**config.mk**
```make
export PLATFORM = sky130hd
export DESIGN_NAME = fixperiod_pwm
export DESIGN_NICKNAME = d
export VERILOG_FILES = /design/src/rtl/fixperiod_pwm_pkg.sv /design/src/rtl/fixperiod_pwm_ctrl.sv /design/src/rtl/fixperiod_pwm_dp.sv /design/src/rtl/fixperiod_pwm.sv
export SDC_FILE = /design/constraint.sdc
export NUM_CORES = 1
export LEC_CHECK = 0
export BUFFER_PORTS_ARGS = -buffer_cell sky130_fd_sc_hd__buf_2
export CAP_MARGIN = 0
export CELL_PAD_IN_SITES_DETAIL_PLACEMENT = 0
export CELL_PAD_IN_SITES_GLOBAL_PLACEMENT = 2
export CORE_ASPECT_RATIO = 1.1
export CORE_MARGIN = 4
export CORE_UTILIZATION = 36
export DETAILED_ROUTE_END_ITERATION = 6
export PLACE_DENSITY = 0.93
export RECOVER_POWER = 50
export SYNTH_ARGS = -nofsm -noshare
export SYNTH_HDL_FRONTEND = slang
export SYNTH_SLANG_ARGS = --single-unit
```
**constraint.sdc**
```tcl
create_clock -name clk -period 2.1 [get_ports clk]
set_input_delay 0.105 -clock clk [delete_from_list [all_inputs] [get_ports clk]]
set_output_delay 0.105 -clock clk [all_outputs]
set_load 0.02 [all_outputs]
```
**src/rtl/fixperiod_pwm_pkg.sv**
```systemverilog
package fixperiod_pwm_pkg;
  localparam int PWM_W = 8;
  localparam int STEPS = 1 << PWM_W;

  typedef struct packed {
    logic             dutyLoad;
    logic [PWM_W-1:0] dutyVal;
    logic             outEnable;
  } pwm_strobe_t;
endpackage

```
**src/rtl/fixperiod_pwm_ctrl.sv**
```systemverilog
module fixperiod_pwm_ctrl
  import fixperiod_pwm_pkg::*;
#(
  parameter int ADDR_W = 8,
  parameter logic [ADDR_W-1:0] DUTY_ADDR = 8'hD8,
  parameter logic [ADDR_W-1:0] CTRL_ADDR = 8'hD2,
  parameter int EN_BIT = 7
) (
  input  logic              clk,
  input  logic              rstN,
  input  logic              wrEn,
  input  logic [ADDR_W-1:0] regAddr,
  input  logic [PWM_W-1:0]  wrData,
  input  logic [PWM_W-1:0]  dutyIn,
  output logic [PWM_W-1:0]  rdData,
  output pwm_strobe_t       strobe
);
  logic [PWM_W-1:0] ctrlReg;
  logic hitDuty, hitCtrl;

  assign hitDuty = (regAddr == DUTY_ADDR);
  assign hitCtrl = (regAddr == CTRL_ADDR);

  always_ff @(posedge clk or negedge rstN) begin
    if (!rstN) ctrlReg <= '0;
    else if (wrEn && hitCtrl) ctrlReg <= wrData;
  end

  always_comb begin
    strobe.dutyLoad  = wrEn && hitDuty;
    strobe.dutyVal   = wrData;
    strobe.outEnable = ctrlReg[EN_BIT];
  end

  always_comb begin
    if (hitDuty) rdData = dutyIn;
    else if (hitCtrl) rdData = ctrlReg;
    else rdData = '0;
  end

  // setting the enable bit turns on output drive next cycle
  assert_enable_on_R5: assert property (@(posedge clk) disable iff (!rstN)
    (wrEn && hitCtrl && wrData[EN_BIT]) |=> strobe.outEnable);

  // clearing the enable bit releases the pin next cycle
  assert_release_R6: assert property (@(posedge clk) disable iff (!rstN)
    (wrEn && hitCtrl && !wrData[EN_BIT]) |=> !strobe.outEnable);

  // control byte is untouched when no control write occurs
  assert_ctrl_hold_R8: assert property (@(posedge clk) disable iff (!rstN)
    !(wrEn && hitCtrl) |=> $stable(ctrlReg));
endmodule

```
**src/rtl/fixperiod_pwm_dp.sv**
```systemverilog
module fixperiod_pwm_dp
  import fixperiod_pwm_pkg::*;
(
  input  logic             clk,
  input  logic             rstN,
  input  logic             tickIn,
  input  pwm_strobe_t      strobe,
  output logic [PWM_W-1:0] dutyOut,
  output logic             pinData,
  output logic             pinOe
);
  localparam logic [PWM_W-1:0] LAST_STEP = PWM_W'(STEPS - 1);

  logic [PWM_W-1:0] stepCnt;
  logic [PWM_W-1:0] dutyReg;
  logic             cmpHigh;

  always_ff @(posedge clk or negedge rstN) begin
    if (!rstN) stepCnt <= '0;
    else if (tickIn) stepCnt <= stepCnt + 1'b1;
  end

  always_ff @(posedge clk or negedge rstN) begin
    if (!rstN) dutyReg <= '0;
    else if (strobe.dutyLoad) dutyReg <= strobe.dutyVal;
  end

  assign cmpHigh = (stepCnt <= dutyReg);
  assign pinOe   = strobe.outEnable;
  assign pinData = strobe.outEnable & cmpHigh;
  assign dutyOut = dutyReg;

  // counter wraps to zero after the last step
  assert_wrap_R1: assert property (@(posedge clk) disable iff (!rstN)
    (tickIn && stepCnt == LAST_STEP) |=> (stepCnt == '0));

  // no tick, no movement, whatever is written
  assert_hold_R1: assert property (@(posedge clk) disable iff (!rstN)
    !tickIn |=> $stable(stepCnt));

  // enabled output is high at step zero for every duty code
  assert_min_pulse_R3: assert property (@(posedge clk) disable iff (!rstN)
    (pinOe && stepCnt == '0) |-> pinData);

  // full-scale duty code keeps the output high
  assert_full_scale_R3: assert property (@(posedge clk) disable iff (!rstN)
    (pinOe && dutyReg == LAST_STEP) |-> pinData);

  // duty write reaches the compare on the next cycle
  assert_duty_load_R4: assert property (@(posedge clk) disable iff (!rstN)
    strobe.dutyLoad |=> (dutyReg == $past(strobe.dutyVal)));

  // a released pin carries no data
  assert_released_low_R6: assert property (@(posedge clk) disable iff (!rstN)
    !pinOe |-> !pinData);
endmodule

```
**src/rtl/fixperiod_pwm.sv**
```systemverilog
module fixperiod_pwm
  import fixperiod_pwm_pkg::*;
#(
  parameter int ADDR_W = 8,
  parameter logic [ADDR_W-1:0] DUTY_ADDR = 8'hD8,
  parameter logic [ADDR_W-1:0] CTRL_ADDR = 8'hD2,
  parameter int EN_BIT = 7
) (
  input  logic              clk,
  input  logic              rstN,
  input  logic              tickIn,
  input  logic              wrEn,
  input  logic [ADDR_W-1:0] regAddr,
  input  logic [PWM_W-1:0]  wrData,
  output logic [PWM_W-1:0]  rdData,
  output logic              pinData,
  output logic              pinOe
);
  pwm_strobe_t      strobe;
  logic [PWM_W-1:0] dutyNow;

  fixperiod_pwm_ctrl #(
    .ADDR_W(ADDR_W), .DUTY_ADDR(DUTY_ADDR), .CTRL_ADDR(CTRL_ADDR), .EN_BIT(EN_BIT)
  ) i_ctrl (
    .clk(clk), .rstN(rstN), .wrEn(wrEn), .regAddr(regAddr), .wrData(wrData),
    .dutyIn(dutyNow), .rdData(rdData), .strobe(strobe)
  );

  fixperiod_pwm_dp i_dp (
    .clk(clk), .rstN(rstN), .tickIn(tickIn), .strobe(strobe),
    .dutyOut(dutyNow), .pinData(pinData), .pinOe(pinOe)
  );
endmodule

```
==> results.json <==
{
  "grt_overflow": 0,
  "crit_required_ps": 2000,
  "timing.fmax_ghz": 0.496,
  "synth_top_area_share_pct": 46.4,
  "grt_pass1_wl_microns": 4440,
  "drt_iter0_drc": 27,
  "synth-seq-cells": 24,
  "synth_cells": 113,
  "period_minus_slack_ps": 2020,
  "path_class": "reg2out",
  "period_share_pct": 96.0,
  "synth_edf_count": 0,
  "clock_latency_ps": 300,
  "crit_fanout": 5,
  "worst_slew_pin_slew_ps": 1270,
  "power.density_mw_per_mm2": 793,
  "whs_ps": 34.5,
  "cp-end-kind": "output pin",
  "clock_sinks": 24,
  "start_util_pct": 38.2,
  "cts_buffers": 3,
  "clk_pin_slew_worst_paths_ps": 120,
  "grt_pass1_vias": 989,
  "synth_most_common_cell": "dfrtp_1",
  "critPathLaunchType": "flop",
  "yosysSeqAreaShare_pct": 46.4,
  "r2r_setup_slack_ps": 910,
  "nNetsFinal": 179,
  "drc_errors": 0,
  "synthTopCellsByArea": "dfrtp_1 46%, mux2_2 14%, ha_1 8.7%",
  "grt_max_degree": 25,
  "root_buffer": "clkbuf_4",
  "crit_chain": "ha_1 -> nor2b_1 -> o211ai_1 -> a21oi_1 -> o41ai_2 -> buf_2",
  "grt.busiest_layer": "met2",
  "routabilityCongestion": 0.695,
  "die_h_microns": 70.9,
  "met2_usage_pct": 20.9,
  "final-hold-violation-count": 0,
  "core_sq_mm": 0.00339,
  "drt_pass1_iterations": 4,
  "layout-drive-gt1-share_pct": 37.6,
  "synth_area_sq_mm": 0.00129,
  "hp-class": "in2reg",
  "drt-total-wl_microns": 2570,
  "slew_violations": 0,
  "wl_per_cell_microns": 13.0,
  "postSynthAreaPerCell_sq_um": 11.4,
  "insertedDiodeCount": 0,
  "io_pins": 30,
  "drv_cap": 0,
  "via_per_inst": 4.89,
  "cpPeakStageDelay_ps": 450,
  "fin_ws_ps": 83.4,
  "p_leak_nw": 0.793,
  "synth_fp_nets": 142,
  "io_buffer_count": 29,
  "synth.distinct_cells": 23,
  "tritoncts": "yes",
  "ir_worst_vdd_mv": 0.445,
  "ys_warn_count": 0,
  "synth_area_leader_cell": "dfrtp_1",
  "synthToLayoutAreaGrowth_pct": 21.4,
  "relSlewSlack_pct": 15.3,
  "rows": 22,
  "finalSetupViolations": 0,
  "use_met1_pct": 15.0,
  "antenna_found_initial": 0,
  "die_area_sq_mm": 0.00462,
  "use_met3_pct": 2.54,
  "vias": 964,
  "track_usage_pct": 12.1,
  "clock_path_buffers": 2,
  "cpMaxStageDelayCell": "dfrtp_1",
  "worstPathArrival_ps": 1910,
  "dp_slack_ps": 338,
  "antenna_left": 0,
  "synth_flop_cell": "dfrtp_1",
  "die_x_microns": 65.2,
  "async_flop_share_pct": 100,
  "ctsHtreeMaxLevel": 1,
  "yosys-top-cells-count": "24 x dfrtp_1, 16 x mux2_2, 11 x nor2_1",
  "grt_setup_unrepaired": "true",
  "outcome": "completed",
  "finClkSkew_ps": 0.833
}
-- sequential cells by signal, summed over array words and instances, names as in the netlist --
name            flops
i_dp.stepCnt        8
i_dp.dutyOut        8
i_ctrl.ctrlReg      8
-- power by group --
group	switching (W)	internal (W)	leakage, nW
combinational	0.000176	0.000195	0.452
sequential	0.0000944	0.000542	0.320
clock	0.000131	0.000106	0.0210
total	0.000402	0.000843	0.793
-- metal layers --
layer  wire length, microns  vias to the layer above
met2                   1200                       24
li1                       -                      472
met5                      0                        -
met1                   1210                      466
met4                      9                        0
met3                    147                        2
-- cell families (layout without fill, tap and decap cells) --
group | after synthesis | count (layout) | synth area share [%]
fa+ha+maj | 9 | 9 | 8.70
xor+xnor | 7 | 7 | 4.74
mux | 17 | 17 | 14.8
flops | 24 | 24 | 46.4
buf+inv | 12 | 48 | 4.06
simple gates | 30 | 30 | 13.6
compound gates | 14 | 14 | 7.64
-- cells in the final DEF (no fill, tap or decap), types with 2 or more instances in the layout --
cell / count
nand3_1: 3
xor2_1: 3
nor2_1: 11
a21oi_1: 2
xnor2_1: 4
inv_1: 9
nand4_1: 4
nand2_1: 4
mux2_2: 16
dfrtp_1: 24
buf_2: 28
a22oi_1: 8
clkbuf_4: 3
ha_1: 9
or3_1: 2
nor2b_1: 3
buf_4: 5
nor2_8: 2
-- timing repair --
item | CTS | global route
hold buffers | 1 | 0
endpoints found under the hold margin | 24 | 0
cloned | 0 | 0
resized for setup | 1 | 0
setup buffers | 0 | 3
setup endpoints to repair | 1 | 1
-- cell type report --
type                    count  area [sq um]
well taps                  48          60.1
inverters                   9          33.8
fillers                   345          1820
flip-flops and latches     24           601
clock buffers               4          36.3
multi-input cells          77           648
repair buffers             35           191
-- worst max-delay path, delay by kind of cell, from the launching register on --
family / cells / cell delay [ps]
compound gates: 3 / 480
flops: 1 / 450
fa+ha+maj: 1 / 310
buf+inv: 1 / 220
simple gates: 1 / 150
-- final timing paths --
| path | start | endpoint | cells past startpoint |
|---|---|---|---|
| hold / removal | wrData[1] | i_ctrl.ctrlReg[1] | 2 |
| min in group asynchronous | rstN | i_dp.dutyOut[3] | 2 |
| setup / recovery | i_dp.stepCnt[1] | pinData | 6 |
| setup reg to reg | i_dp.stepCnt[0] | i_dp.stepCnt[6] | 4 |
| hold reg to reg | i_dp.stepCnt[7] | i_dp.stepCnt[7] | 1 |
| max in group asynchronous | rstN | i_dp.dutyOut[6] | 2 |
-- stage by stage --
stage | TNS [ps] | area, sq um | util (%) | cells | power (W)
floorplan | 0 | 1290 | - | 113 | 0.000885
global placement | 0 | 1500 | 44.2 | 189 | 0.000972
detailed placement | 0 | 1500 | 44.2 | 189 | 0.00100
CTS | 0 | 1550 | 45.8 | 194 | 0.00125
global route | -36.2 | 1570 | 46.4 | 197 | 0.00135
finish | 0 | 1570 | 46.4 | 197 | 0.00124
No activity file was read; power rests on OpenSTA's default activity.
